$ cat config.mk
export PLATFORM = sky130hd
export DESIGN_NAME = wdog_timer
export DESIGN_NICKNAME = d
export VERILOG_FILES = /design/src/rtl/wdog_pkg.sv /design/src/rtl/wdog_regs.sv /design/src/rtl/wdog_tick_gen.sv /design/src/rtl/wdog_count.sv /design/src/rtl/wdog_timer.sv
export SDC_FILE = /design/constraint.sdc
export NUM_CORES = 1
export LEC_CHECK = 0
export BUFFER_PORTS_ARGS = -buffer_cell sky130_fd_sc_hd__buf_2
export CORE_MARGIN = 8
export CORE_UTILIZATION = 55
export DETAILED_ROUTE_END_ITERATION = 16
export PLACE_DENSITY = 0.77
export SYNTH_ARGS = -nofsm -noshare
export SYNTH_HDL_FRONTEND = slang
export SYNTH_SLANG_ARGS = --single-unit
$ cat constraint.sdc
create_clock -name clk -period 6.4 [get_ports clk]
set_input_delay 0.32 -clock clk [delete_from_list [all_inputs] [get_ports clk]]
set_output_delay 0.32 -clock clk [all_outputs]
set_load 0.02 [all_outputs]
$ cat src/rtl/wdog_pkg.sv
package wdog_pkg;
   // register byte offsets
   localparam int OFS_CTRL   = 0;
   localparam int OFS_RELOAD = 4;
   localparam int OFS_COUNT  = 8;

   // control word field positions
   localparam int BIT_RST_EN = 0;
   localparam int BIT_IRQ_EN = 2;
   localparam int DIV_LSB    = 3;
   localparam int DIV_SEL_W  = 2;
   localparam int BIT_RUN    = 5;
   localparam int PRE_LSB    = 8;

   typedef struct packed {
      logic                 run;
      logic [DIV_SEL_W-1:0] div_sel;
      logic                 irq_en;
      logic                 rst_en;
   } mode_t;
endpackage

$ cat src/rtl/wdog_regs.sv
module wdog_regs
   import wdog_pkg::*;
#(
   parameter int DATA_W     = 32,
   parameter int ADDR_W     = 4,
   parameter int CNT_W      = 16,
   parameter int PRE_W      = 8,
   parameter int RST_PRE    = 128,
   parameter int RST_DIV    = 3,
   parameter bit RST_RUN    = 1'b1,
   parameter bit RST_IRQ_EN = 1'b0,
   parameter bit RST_RST_EN = 1'b1,
   parameter int RST_RELOAD = 32768
) (
   input  logic              clk,
   input  logic              rst_n,
   input  logic [ADDR_W-1:0] bus_addr,
   input  logic              bus_we,
   input  logic [DATA_W-1:0] bus_wdata,
   output logic [DATA_W-1:0] bus_rdata,
   input  logic [CNT_W-1:0]  cnt_val,
   output mode_t             mode,
   output logic [PRE_W-1:0]  pre_val,
   output logic [CNT_W-1:0]  reload_val,
   output logic              ctrl_wr,
   output logic              cnt_wr,
   output logic [CNT_W-1:0]  cnt_wr_val
);
   localparam logic [ADDR_W-1:0] A_CTRL   = ADDR_W'(OFS_CTRL);
   localparam logic [ADDR_W-1:0] A_RELOAD = ADDR_W'(OFS_RELOAD);
   localparam logic [ADDR_W-1:0] A_COUNT  = ADDR_W'(OFS_COUNT);

   logic              reload_wr;
   logic [DATA_W-1:0] ctrl_word;
   logic [DATA_W-1:0] reload_word;
   logic [DATA_W-1:0] cnt_word;
   mode_t             mode_q;
   logic [PRE_W-1:0]  pre_q;
   logic [CNT_W-1:0]  reload_q;

   assign ctrl_wr    = bus_we && (bus_addr == A_CTRL);
   assign reload_wr  = bus_we && (bus_addr == A_RELOAD);
   assign cnt_wr     = bus_we && (bus_addr == A_COUNT);
   assign cnt_wr_val = bus_wdata[CNT_W-1:0];

   always_ff @(posedge clk or negedge rst_n) begin
      if (!rst_n) begin
         mode_q.run     <= RST_RUN;
         mode_q.div_sel <= DIV_SEL_W'(RST_DIV);
         mode_q.irq_en  <= RST_IRQ_EN;
         mode_q.rst_en  <= RST_RST_EN;
         pre_q          <= PRE_W'(RST_PRE);
      end else if (ctrl_wr) begin
         mode_q.run     <= bus_wdata[BIT_RUN];
         mode_q.div_sel <= bus_wdata[DIV_LSB +: DIV_SEL_W];
         mode_q.irq_en  <= bus_wdata[BIT_IRQ_EN];
         mode_q.rst_en  <= bus_wdata[BIT_RST_EN];
         pre_q          <= bus_wdata[PRE_LSB +: PRE_W];
      end
   end

   always_ff @(posedge clk or negedge rst_n) begin
      if (!rst_n)         reload_q <= CNT_W'(RST_RELOAD);
      else if (reload_wr) reload_q <= bus_wdata[CNT_W-1:0];
   end

   assign mode       = mode_q;
   assign pre_val    = pre_q;
   assign reload_val = reload_q;

   always_comb begin
      ctrl_word                         = '0;
      ctrl_word[PRE_LSB +: PRE_W]       = pre_q;
      ctrl_word[BIT_RUN]                = mode_q.run;
      ctrl_word[DIV_LSB +: DIV_SEL_W]   = mode_q.div_sel;
      ctrl_word[BIT_IRQ_EN]             = mode_q.irq_en;
      ctrl_word[BIT_RST_EN]             = mode_q.rst_en;
   end

   // zero extension of the 16-bit registers; variant picked by width
   if (CNT_W < DATA_W) begin : g_pad
      assign reload_word = {{(DATA_W-CNT_W){1'b0}}, reload_q};
      assign cnt_word    = {{(DATA_W-CNT_W){1'b0}}, cnt_val};
   end else begin : g_nopad
      assign reload_word = reload_q;
      assign cnt_word    = cnt_val;
   end

   always_comb begin
      unique case (bus_addr)
         A_CTRL:   bus_rdata = ctrl_word;
         A_RELOAD: bus_rdata = reload_word;
         A_COUNT:  bus_rdata = cnt_word;
         default:  bus_rdata = '0;
      endcase
   end
endmodule

$ cat src/rtl/wdog_tick_gen.sv
module wdog_tick_gen #(
   parameter int PRE_W         = 8,
   parameter int DIV_BASE_LOG2 = 4,
   parameter int DIV_SEL_W     = 2
) (
   input  logic                 clk,
   input  logic                 rst_n,
   input  logic                 run,
   input  logic                 restart,
   input  logic [PRE_W-1:0]     pre_val,
   input  logic [DIV_SEL_W-1:0] div_sel,
   output logic                 tick
);
   localparam int NUM_SEL   = 1 << DIV_SEL_W;
   localparam int DIV_CNT_W = DIV_BASE_LOG2 + NUM_SEL - 1;

   logic [PRE_W-1:0]     pre_cnt;
   logic [DIV_CNT_W-1:0] div_cnt;
   logic [DIV_CNT_W-1:0] div_term [NUM_SEL];
   logic                 pre_hit;
   logic                 div_hit;

   // terminal value of the fixed divider for every selection code
   for (genvar i = 0; i < NUM_SEL; i++) begin : g_term
      assign div_term[i] = DIV_CNT_W'((1 << (DIV_BASE_LOG2 + i)) - 1);
   end

   assign pre_hit = run && (pre_cnt == pre_val);
   assign div_hit = (div_cnt == div_term[div_sel]);
   assign tick    = pre_hit && div_hit;

   always_ff @(posedge clk or negedge rst_n) begin
      if (!rst_n)                pre_cnt <= '0;
      else if (restart || !run)  pre_cnt <= '0;
      else if (pre_hit)          pre_cnt <= '0;
      else                       pre_cnt <= pre_cnt + 1'b1;
   end

   always_ff @(posedge clk or negedge rst_n) begin
      if (!rst_n)                div_cnt <= '0;
      else if (restart || !run)  div_cnt <= '0;
      else if (pre_hit) begin
         if (div_hit) div_cnt <= '0;
         else         div_cnt <= div_cnt + 1'b1;
      end
   end
endmodule

$ cat src/rtl/wdog_count.sv
module wdog_count #(
   parameter int CNT_W     = 16,
   parameter int RST_COUNT = 32768
) (
   input  logic             clk,
   input  logic             rst_n,
   input  logic             tick,
   input  logic             load,
   input  logic [CNT_W-1:0] load_val,
   input  logic [CNT_W-1:0] reload_val,
   input  logic             irq_en,
   input  logic             rst_en,
   output logic [CNT_W-1:0] cnt,
   output logic             irq,
   output logic             rst_req
);
   localparam logic [CNT_W-1:0] ONE = CNT_W'(1);

   logic [CNT_W-1:0] cnt_q;
   logic             irq_q;
   logic             rst_q;
   logic             expire;

   // a tick that moves the count from one to zero, unless software reloads
   assign expire = tick && !load && (cnt_q == ONE);

   always_ff @(posedge clk or negedge rst_n) begin
      if (!rst_n) begin
         cnt_q <= CNT_W'(RST_COUNT);
      end else if (load) begin
         cnt_q <= load_val;
      end else if (tick) begin
         if (cnt_q == '0) cnt_q <= reload_val;
         else             cnt_q <= cnt_q - ONE;
      end
   end

   always_ff @(posedge clk or negedge rst_n) begin
      if (!rst_n) begin
         irq_q <= 1'b0;
         rst_q <= 1'b0;
      end else begin
         irq_q <= expire && irq_en;
         rst_q <= expire && rst_en;
      end
   end

   assign cnt     = cnt_q;
   assign irq     = irq_q;
   assign rst_req = rst_q;
endmodule

$ cat src/rtl/wdog_timer.sv
module wdog_timer
   import wdog_pkg::*;
#(
   parameter int DATA_W        = 32,
   parameter int ADDR_W        = 4,
   parameter int CNT_W         = 16,
   parameter int PRE_W         = 8,
   parameter int DIV_BASE_LOG2 = 4,
   parameter int RST_PRE       = 128,
   parameter int RST_DIV       = 3,
   parameter bit RST_RUN       = 1'b1,
   parameter bit RST_IRQ_EN    = 1'b0,
   parameter bit RST_RST_EN    = 1'b1,
   parameter int RST_RELOAD    = 32768,
   parameter int RST_COUNT     = 32768
) (
   input  logic              clk,
   input  logic              rst_n,
   input  logic [ADDR_W-1:0] bus_addr,
   input  logic              bus_we,
   input  logic [DATA_W-1:0] bus_wdata,
   output logic [DATA_W-1:0] bus_rdata,
   output logic              irq,
   output logic              rst_req
);
   // elaboration-time parameter checks
   if (CNT_W > DATA_W) begin : g_bad_cnt
      $error("CNT_W must not exceed DATA_W");
   end
   if (PRE_LSB + PRE_W > DATA_W) begin : g_bad_pre
      $error("prescaler field does not fit the control word");
   end
   if ((1 << ADDR_W) <= OFS_COUNT) begin : g_bad_addr
      $error("ADDR_W too narrow for the register offsets");
   end
   if (DIV_BASE_LOG2 + (1 << DIV_SEL_W) - 1 > 30) begin : g_bad_div
      $error("fixed divider too wide");
   end
   if (RST_DIV >= (1 << DIV_SEL_W)) begin : g_bad_rdiv
      $error("RST_DIV out of range");
   end

   mode_t            mode;
   logic [PRE_W-1:0] pre_val;
   logic [CNT_W-1:0] reload_val;
   logic [CNT_W-1:0] cnt_val;
   logic [CNT_W-1:0] cnt_wr_val;
   logic             ctrl_wr;
   logic             cnt_wr;
   logic             tick;

   wdog_regs #(
      .DATA_W(DATA_W), .ADDR_W(ADDR_W), .CNT_W(CNT_W), .PRE_W(PRE_W),
      .RST_PRE(RST_PRE), .RST_DIV(RST_DIV), .RST_RUN(RST_RUN),
      .RST_IRQ_EN(RST_IRQ_EN), .RST_RST_EN(RST_RST_EN),
      .RST_RELOAD(RST_RELOAD)
   ) u_regs (
      .clk(clk), .rst_n(rst_n), .bus_addr(bus_addr), .bus_we(bus_we),
      .bus_wdata(bus_wdata), .bus_rdata(bus_rdata), .cnt_val(cnt_val),
      .mode(mode), .pre_val(pre_val), .reload_val(reload_val),
      .ctrl_wr(ctrl_wr), .cnt_wr(cnt_wr), .cnt_wr_val(cnt_wr_val)
   );

   wdog_tick_gen #(
      .PRE_W(PRE_W), .DIV_BASE_LOG2(DIV_BASE_LOG2), .DIV_SEL_W(DIV_SEL_W)
   ) u_tick (
      .clk(clk), .rst_n(rst_n), .run(mode.run), .restart(ctrl_wr),
      .pre_val(pre_val), .div_sel(mode.div_sel), .tick(tick)
   );

   wdog_count #(
      .CNT_W(CNT_W), .RST_COUNT(RST_COUNT)
   ) u_count (
      .clk(clk), .rst_n(rst_n), .tick(tick), .load(cnt_wr),
      .load_val(cnt_wr_val), .reload_val(reload_val),
      .irq_en(mode.irq_en), .rst_en(mode.rst_en),
      .cnt(cnt_val), .irq(irq), .rst_req(rst_req)
   );
endmodule

==> results of run 1 <==
## layout make-up
cell class	instances	area [um^2]
clock inverter	3	20.0
multi-input combinational	296	1890
inverter	5	18.8
sequential	62	1560
clock buffer	13	149
fill	551	2420
timing repair buffer	44	230
tap	77	96.3
## worst register-to-register path, cell delays in order (launching register included)
cell and delay [ns]:
dfstp_2 0.54, inv_1 0.07, a2111o_1 0.36, a21oi_1 0.44, nand2_1 0.61, a311o_1 0.48, a31oi_1 0.16
## per-layer routing
layer	vias up	global-route usage [%]
met5	-	0
met4	0	9.91
met3	16	4.41
met2	98	30.3
met1	1439	21.1
li1	1409	-
## cells in the final DEF (no fill, tap or decap), types with 6 or more instances in the layout
master and n:
xnor2_1 15, a31oi_1 15, mux2_2 29, clkbuf_8 10, buf_2 40, nand3_1 10, a22oi_1 13, xor2_1 11
conb_1 16, nor2_1 35, dfrtp_1 55, nand2_1 61, o21ai_0 16, dfstp_2 7, a211o_1 6, and3_1 11
## final timing paths
kind,from,endpoint,slack (ns),cells after the start
worst min-delay path,rst_n,u_regs.reload_val[2],0.13,2
worst max-delay path,u_regs.mode[2],u_count.cnt[5],3.64,6
worst max register to register,u_regs.mode[2],u_count.cnt[5],3.64,6
worst min register to register,u_tick.div_cnt[0],u_tick.div_cnt[0],0.51,1
min in group clk,bus_wdata[7],u_regs.reload_val[7],0.22,2
max in group asynchronous,rst_n,u_regs.pre_val[2],5.76,2
## logic make-up after synthesis
group,synth area share (%)
other,0.103
AO/OA/AOI/OAI,13.0
flip-flops,42.9
buffers and inverters,6.68
AND/OR/NAND/NOR,20.0
adder cells (fa/ha/maj),1.72
XOR/XNOR,6.27
multiplexers,9.26
## sequential cells by signal (all words and copies together) (netlist names)
signal,cells
u_regs.pre_val,8
u_regs.reload_val,16
u_count.irq,1
u_count.rst_req,1
u_regs.mode,5
u_count.cnt,16
u_tick.div_cnt,7
u_tick.pre_cnt,8
## power by group through the flow
stage               clock network (W)  registers (W)  logic (W)
floorplan                           0       0.000529   0.000170
global placement                    0       0.000553   0.000196
detailed placement                  0       0.000559   0.000203
CTS                          0.000310       0.000551   0.000205
global route                 0.000325       0.000563   0.000228
finish                       0.000303       0.000552   0.000204
## stage by stage
| stage | std cells | cell area (um^2) |
|---|---|---|
| 6_report | 500 | 3970 |
| 5_1_grt | 500 | 3970 |
| 4_1_cts | 500 | 3970 |
| 3_5_place_dp | 484 | 3800 |
| 3_3_place_gp | 484 | 3800 |
| 2_1_floorplan | 398 | 3690 |
==> metrics.md, run 1 <==
| Metric | Value |
|---|---|
| Clock latency on the worst-skew pair | 0.35 ns |
| CTS buffer count | 9 |
| I/O pin total | 73 |
| Syn Inst Count | 383 |
| Unique cell type count in the Yosys netlist | 46 |
| Status | finished, final reports clean |
| Layout Skew | 0.0105 ns |
| Grt total ovfl | 0 |
| Peak per-stage delay on the critical path | 0.61 ns |
| Synth warn | 0 |
| Antenna violations before repair | 0 |
| Register area share after synthesis | 42.9% |
| Setup tns final | 0 ns |
| Vias in the first global route | 3,004 |
| Part of the power in registers | 52.1% |
| Detailed route wirelength on metal3 | ~530 um |
| Internal | 0.000716 W |
| Post_cts resized | 0 |
| Starting Density | 56.9% |
| Final Wtd Congestion | approximately 0.84 |
| Worst-margin pin slew | 1.01 ns |
| Worst setup margin | 3.64 ns |
| Root Driver | clkbuf_8 |
| Hold slack | approximately 0.13 ns |
| Vias | 2,962 |
| Share of layout cells above drive strength 1 | 23.6% |
| Ant. Diodes | 0 |
| # hold bufs at CTS | 0 |
| Post-synthesis cell area | 0.00363 mm^2 |
| FF+latch count, synth | 62 |
| Combinational Power Share | 19.3% |
| Gr usage total | 18.2% |
| Drt total wl | 8500 um |
| Largest area contributor in the netlist | dfrtp_1 |
| LEAKAGE | 1.86 nW |
| Die area | 0.00946 mm^2 |
| Drt via density | ~6 |
| # port buffers | 40 |
| Clock Sinks | 62 |
| DRC Markers | 0 |
| Post-place setup slack | 3.71 ns |
| VDD IR max | 167 uV |
| Slew margin rel. | ~33% |
| Max Cap Violations | 0 |
| Fin crit period | 2.76 ns |
| Pwr Total | 0.00106 W |
| Dpl hpwl | 5910 um |
| Routed wire per std cell | 17.0 um |
| Worst Setup End Kind | register |
| Worst path slowest cell | nand2_1 |
| Yosys top cell area share | 37.9% |
| Power Dens Cells | 267 mW/mm^2 |
| Met1 Routed Length | 3650 um |
| Post-CTS Repair Setup Buffers | 0 |
| Top layer in use | met4 |
| Final hold violation count | 0 |
| Clock Pin Slew Worst Setup and Hold Paths | about 0.07 ns |
| Fmax | roughly 360 MHz |
| DRT Pass-1 Iters | 6 |
| First-pass GRT wire length | 14,300 um |
| Crit path cell chain | inv_1, a2111o_1, a21oi_1, nand2_1, a311o_1, a31oi_1 |
| Area grow syn2layout | 9.19% |
| Chip height | 97.3 um |
| Clock H-tree levels | 3 |
| Final Cycle Share | 43.1% |
| Arrival @ worst endpoint | between 3 and 4 ns |
| Number of synthesized flops with an enable pin | 0 |
| Type of the tightest min-delay check | primary input to async pin |
| Clock buffer depth | 2 |
| Setup violations, final | 0 |
| FP Rows | 29 |
| Worst endpoint required time | 6.66 ns |
| Crit path max fanout | 23 |
| Clock tree from TritonCTS | built |
| Area contributors post-synth | dfrtp_1, mux2_2, nand2_1, dfstp_2, nor2_1 |
| Largest net degree at the start of global routing | 63 |
| Met2 WL | 4130 um |
| # nets final | 462 |
| Switching share of power | about a third |
| CP bufs+invs | 1 |
| Fin util | 62.1% |
| Count leader, synth | nand2_1 |
| Most common library cells after synthesis | nand2_1, dfrtp_1, nor2_1, mux2_2 |
| Setup crit start kind | register |
| Core ar. | 0.00639 mm^2 |
| Die Wd | 97.3 um |
| Syn_area_per_cell | ~9.5 um^2 |
| Ys async rst share | 100% |
| Clock share of power | 28.6% |
| Critical path's top delay family | compound AO/OA/AOI/OAI gates |
| Ys flop type | dfrtp_1 |
| DRT antenna net count | 0 |
| Slew Limit Fails | 0 |
| DRT iter0 DRCs | 234 |
| RSZ-0062 raised after global routing | false |
| Kind of critical path | register to register |
| Net Switching | 0.000344 W |
Note: power is estimated with default switching activity, not from simulation.
==> inputs of run 2 (changes only) <==
Clock period 6.4 ns to 2.9 ns, I/O delays scaled along.
==> run 2 against run 1 <==
Total power increased by 140%; core utilization increased by 1.8 points; flip-flop and latch count unchanged; largest power group unchanged; critical endpoint is now u_count.cnt[15].
==> metrics.md, run 2 (synthesis results as in run 1) <==
| Metric | Value |
|---|---|
| Clock latency on the worst-skew pair | 0.34 ns (about the same) |
| Fin area | 0.00408 mm^2 (+2.9%) |
| Final Wtd Congestion | 0.817 (-2.2%) |
| Post-CTS Repair Setup Buffers | 0 (unchanged) |
| Worst Setup End Kind | register |
| Commonest non-fill, non-tap cell in the layout | nand2_1 |
| Chip height | 97.3 um (unchanged) |
| Drt total wl | 8370 um (-1.5%) |
| Clock tree from TritonCTS | built |
| Drt via density | 5.78 (-2.5%) |
| First-pass GRT wire length | 14,200 um (-0.53%) |
| Core ar. | 0.00639 mm^2 (unchanged) |
| VDD IR max | 359 uV (+110%) |
| Setup crit start kind | register |
| FP Rows | 29 (unchanged) |
| Arrival @ worst endpoint | 2.45 ns (-0.57 ns) |
| Slew Limit Fails | 0 (unchanged) |
| Status | finished, final reports clean |
| Largest net degree at the start of global routing | 41 (-35%) |
| I/O pin total | 73 (unchanged) |
| Setup tns final | 0 ns (unchanged) |
| Worst-margin pin slew | 0.793 ns (-0.212 ns) |
| Worst endpoint required time | 3.16 ns (-3.50 ns) |
| DRT Pass-1 Iters | 5 (-1) |
| Share of layout cells above drive strength 1 | 25.2% (+1.6 points) |
| Power Dens Cells | 616 mW/mm^2 (+130%) |
| Area grow syn2layout | 12.4% |
| Starting Density | 56.9% (unchanged) |
| # hold bufs at CTS | 1 (+1) |
| DRT iter0 DRCs | 154 (-34%) |
| Kind of critical path | register to register |
| Fin crit period | 2.18 ns (-0.574 ns) |
| Die area | 0.00946 mm^2 (unchanged) |
| Clock Sinks | 62 (unchanged) |
| Gr usage total | 18.1% (-0.15 points) |
| Dpl hpwl | 6020 um (+1.8%) |
| RSZ-0062 raised after global routing | false |
| Most frequent cells in the layout | nand2_1, dfrtp_1, buf_2 |
| Final hold violation count | 0 (unchanged) |
| Grt total ovfl | 0 (unchanged) |
| Vias | 2,940 (-0.74%) |
| DRT antenna net count | 0 (unchanged) |
| Root Driver | clkbuf_8 |
| Vias in the first global route | 2,944 (-2.0%) |
| LEAKAGE | 1.93 nW (+3.9%) |
| Final Cycle Share | 75.3% (+32 points) |
| Fmax | 458 MHz (+26%) |
| Die Wd | 97.3 um (unchanged) |
| Clock Pin Slew Worst Setup and Hold Paths | 0.07 ns (about the same) |
| DRC Markers | 0 (unchanged) |
| Slew margin rel. | 47.0% (+14 points) |
| Ant. Diodes | 0 (unchanged) |
| Type of the tightest min-delay check | primary input to register |
| Layout Skew | 0.00819 ns (-0.00231 ns) |
| # nets final | 471 (+1.9%) |
| # port buffers | 40 (unchanged) |
| Clock H-tree levels | 3 (unchanged) |
| Routed wire per std cell | 16.5 um (-3.2%) |
| Max Cap Violations | 0 (unchanged) |
| Clock buffer depth | 2 (unchanged) |
| Setup violations, final | 0 (unchanged) |
| Post_cts resized | 0 (unchanged) |
| CTS buffer count | 9 (unchanged) |
| Antenna violations before repair | 0 (unchanged) |
| Post-DP Area | 0.00386 mm^2 (+1.6%) |
| Crit path max fanout | 20 (-13%) |
## run 2: changes by cell type in the layout (fill, tap and decap cells not counted)
| cell | delta |
|---|---|
| clkinvlp_4 | -2 |
| clkinv_2 | +1 |
| bufinv_16 | +2 |
| dlygate4sd3_1 | +1 |
| buf_4 | +8 |
| clkbuf_1 | -1 |
## run 2: metrics by stage
stage / util, % / total power (W) / hold WS [ns] / cells / setup slack [ns]
2_1_floorplan: - / 0.00154 / -0.151 / 398 / 0.882
3_3_place_gp: 60.4 / 0.00166 / 0.133 / 492 / 0.785
3_5_place_dp: 60.4 / 0.00169 / 0.146 / 492 / 0.746
4_1_cts: 63.9 / 0.00253 / 0.0318 / 509 / 0.722
5_1_grt: 63.9 / 0.00265 / 0.0444 / 509 / 0.499
6_report: 63.9 / 0.00251 / 0.0490 / 509 / 0.716
## run 2: area by class of cell
type / count / area, um^2
Fill cell: 542 / 2300
Multi-Input combinational cell: 296 / 1890
Sequential cell: 62 / 1560
Inverter: 5 / 18.8
Clock inverter: 4 / 70.1
Tap cell: 77 / 96.3
Timing Repair Buffer: 53 / 300
Clock buffer: 12 / 145
## run 2: report_power, final
part / internal, W / total, W / switching (W) / leakage, nW
logic: 0.000220 / 0.000461 / 0.000241 / 1.06
registers: 0.00103 / 0.00122 / 0.000184 / 0.761
clock network: 0.000505 / 0.000833 / 0.000328 / 0.110
total: 0.00176 / 0.00251 / 0.000753 / 1.93
## run 2: final timing paths
kind                       slack [ns]              endpoint  cells after the start         startpoint
min reg2reg                      0.51     u_tick.pre_cnt[0]                      1  u_tick.pre_cnt[0]
min                              0.05  u_regs.reload_val[1]                      2       bus_wdata[1]
max reg2reg                      0.72       u_count.cnt[15]                      7     u_count.cnt[3]
max in group asynchronous        1.68        u_regs.mode[4]                      3              rst_n
max                              0.72       u_count.cnt[15]                      7     u_count.cnt[3]
min in group asynchronous        0.30  u_regs.reload_val[2]                      2              rst_n
## run 2: worst max-delay path, stage by stage, from the launching register on
cell and delay [ns]:
dfrtp_1 0.46, nor4_4 0.29, buf_4 0.19, nand2_1 0.07, or2_1 0.38, buf_4 0.27
a211o_1 0.27, a31oi_1 0.17
## run 2: metal layers
metal  share of wire, %  GRT usage, %  vias to the layer above  wire (um)
met5                  0             0                        -          0
met4                1.8          8.04                        0        153
met3                6.4          4.69                       14        535
met2                 49          29.6                       83       4090
met1                 43          21.8                     1422       3590
li1                   -             -                     1421          -
==> inputs of run 3 (changes only) <==
Settings changed: CORE_UTILIZATION 55 to 50, PLACE_DENSITY 0.77 to 0.74.
Clock period 2.9 ns to 1.9 ns, I/O delays scaled along.
==> run 3 against run 2 <==
The run now ends with setup timing left; critical path depth fell by 1; worst setup slack got worse by 0.72 ns; core utilization fell by 0.59 points; total power rose by 52%; critical endpoint is now u_count.cnt[8].
==> metrics.md, run 3 (synthesis results as in run 1) <==
| Metric | Value |
|---|---|
| Status | complete, but fails checks |
| Failing checks | setup timing |
| Internal | 0.00258 W (+47%) |
| Final Wtd Congestion | 0.851 (+4.2%) |
| Core ar. | 0.00714 mm^2 (+12%) |
| Gr usage total | 18.3% (+0.26 points) |
| Hold wc startpoint | bus_wdata[7] |
| DRT antenna net count | 0 (unchanged) |
| FP Rows | 31 (+6.9%) |
| Die area | 0.0103 mm^2 (+8.3%) |
| Starting Density | 50.9% (-6.0 points) |
| Crit path max fanout | 4 (-80%) |
| RSZ-0062 raised after global routing | true |
| Worst Setup End Kind | register |
| Fin crit period | 1.90 ns (-0.282 ns) |
| Commonest non-fill, non-tap cell in the layout | nand2_1 |
| Chip height | 101 um (+4.1%) |
| Setup crit start kind | register |
| Final Cycle Share | 100% (+25 points) |
| Combinational Power Share | 25.2% (+6.9 points) |
| DRC Markers | 0 (unchanged) |
| Worst-margin pin slew | 0.557 ns (-0.237 ns) |
| Clock tree from TritonCTS | built |
| Largest net degree at the start of global routing | 63 (+54%) |
| Grt total ovfl | 0 (unchanged) |
| Drt total wl | 9410 um (+12%) |
| Clock share of power | 27.8% (-5.4 points) |
| Routed wire per std cell | 16.4 um (-0.34%) |
| # port buffers | 40 (unchanged) |
| Share of layout cells above drive strength 1 | 33.9% (+8.7 points) |
| Slew margin rel. | 62.7% (+16 points) |
| RR Startpoint | u_count.cnt[4] |
| Ant. Diodes | 0 (unchanged) |
| Clock H-tree levels | 3 (unchanged) |
| CP startpoint | u_count.cnt[4] |
| LEAKAGE | 2.15 nW (+11%) |
| Setup violations, final | 1 (+1) |
| Clock Sinks | 62 (unchanged) |
| Final hold violation count | 0 (unchanged) |
| DRT Pass-1 Iters | 5 (unchanged) |
| Clock latency on the worst-skew pair | 0.34 ns (about the same) |
| Type of the tightest min-delay check | primary input to register |
| Vias in the first global route | 3,033 (+3.0%) |
| Worst setup margin | -0.00195 ns (-0.718 ns) |
| Net Switching | 0.00123 W (+64%) |
| Power Dens Cells | 843 mW/mm^2 (+37%) |
| Clock Pin Slew Worst Setup and Hold Paths | 0.07 ns (about the same) |
| Fmax | 526 MHz (+15%) |
| Clock buffer depth | 2 (unchanged) |
| Dpl hpwl | 6750 um (+12%) |
| Part of the power in registers | 47.0% (-1.5 points) |
| I/O pin total | 73 (unchanged) |
| Max Cap Violations | 0 (unchanged) |
| Hold slack | 0.0109 ns (-0.0381 ns) |
| Kind of critical path | register to register |
| Worst endpoint required time | 2.16 ns (-1.00 ns) |
| Area grow syn2layout | 24.4% |
| Arrival @ worst endpoint | 2.16 ns (-0.29 ns) |
| CTS buffer count | 9 (unchanged) |
| Layout Skew | 0.00680 ns (-0.00140 ns) |
| # nets final | 514 (+9.1%) |
| First-pass GRT wire length | 14,800 um (+4.3%) |
| Drt via density | 5.46 (-5.4%) |
| VDD IR max | 445 uV (+24%) |
| Most frequent cells in the layout | nand2_1, dfrtp_1, buf_4 |
| DRT iter0 DRCs | 205 (+33%) |
| Antenna violations before repair | 0 (unchanged) |
| Pwr Total | 0.00381 W (+52%) |
| Fillers | 606 (+12%) |
| Slew Limit Fails | 0 (unchanged) |
| Switching share of power | 32.3% (+2.3 points) |
| Root Driver | clkbuf_8 |
| Die Wd | 101 um (+4.1%) |
| Vias | 3,135 (+6.6%) |
-- run 3: worst max-delay path, stage by stage (launching register included) --
cell and delay (ns):
dfrtp_1 0.42, nor4_4 0.36, nand2_1 0.11, or3_4 0.34
xor2_1 0.14, a211o_1 0.29, a31oi_1 0.16
-- run 3: repair_timing --
action | 4_1_cts | 5_1_grt
cloned | 0 | 2
setup buffers | 0 | 5
hold buffers | 3 | 0
pin swaps | 0 | 18
endpoints found under the setup margin | 3 | 16
endpoints found under the hold margin | 57 | 0
gates resized for setup | 2 | 16
-- run 3: per-stage QoR --
stage | area (um^2) | setup TNS [ns] | instances | setup slack (ns) | utilization (%)
floorplan | 3690 | -0.257 | 398 | -0.0595 | -
global placement | 4170 | 0 | 548 | 0.0373 | 58.4
detailed placement | 4170 | 0 | 548 | 0.00112 | 58.4
CTS | 4390 | 0 | 567 | 0.000441 | 61.4
global route | 4520 | -0.615 | 574 | -0.108 | 63.4
finish | 4520 | -0.00195 | 574 | -0.00195 | 63.4
-- run 3: layout make-up --
class	instances	area (um^2)	share of cell area [%]
repair buffers	96	686	15.2
inverters	5	18.8	0.415
clock buffers	12	155	3.43
well taps	99	124	2.74
multi-input cells	296	1960	43.2
flip-flops and latches	62	1560	34.5
clock inverters	4	22.5	0.498
-- run 3: worst paths after layout --
kind	endpoint	slack, ns	depth (start not counted)
worst min-delay path	u_regs.reload_val[7]	0.01	2
worst max-delay path	u_count.cnt[8]	-0.002	6
min in group asynchronous	u_count.cnt[2]	0.29	3
worst max register to register	u_count.cnt[8]	-0.002	6
max in group asynchronous	u_regs.pre_val[7]	1.29	3
worst min register to register	u_tick.div_cnt[0]	0.51	1
-- run 3: power groups by stage --
stage | clock network (W) | registers [W] | logic [W]
floorplan | 0 | 0.00178 | 0.000574
global placement | 0 | 0.00179 | 0.000870
detailed placement | 0 | 0.00181 | 0.000900
CTS | 0.00107 | 0.00179 | 0.000914
global route | 0.00112 | 0.00182 | 0.00106
finish | 0.00106 | 0.00179 | 0.000961
-- run 3: layer usage --
| metal | global-route usage (%) | part of all wire [%] | vias to the layer above |
|---|---|---|---|
| li1 | - | - | 1509 |
| met1 | 22.1 | 43 | 1530 |
| met2 | 31.0 | 50 | 78 |
| met3 | 3.44 | 4.8 | 18 |
| met4 | 8.36 | 2.0 | 0 |
| met5 | 0 | 0 | - |
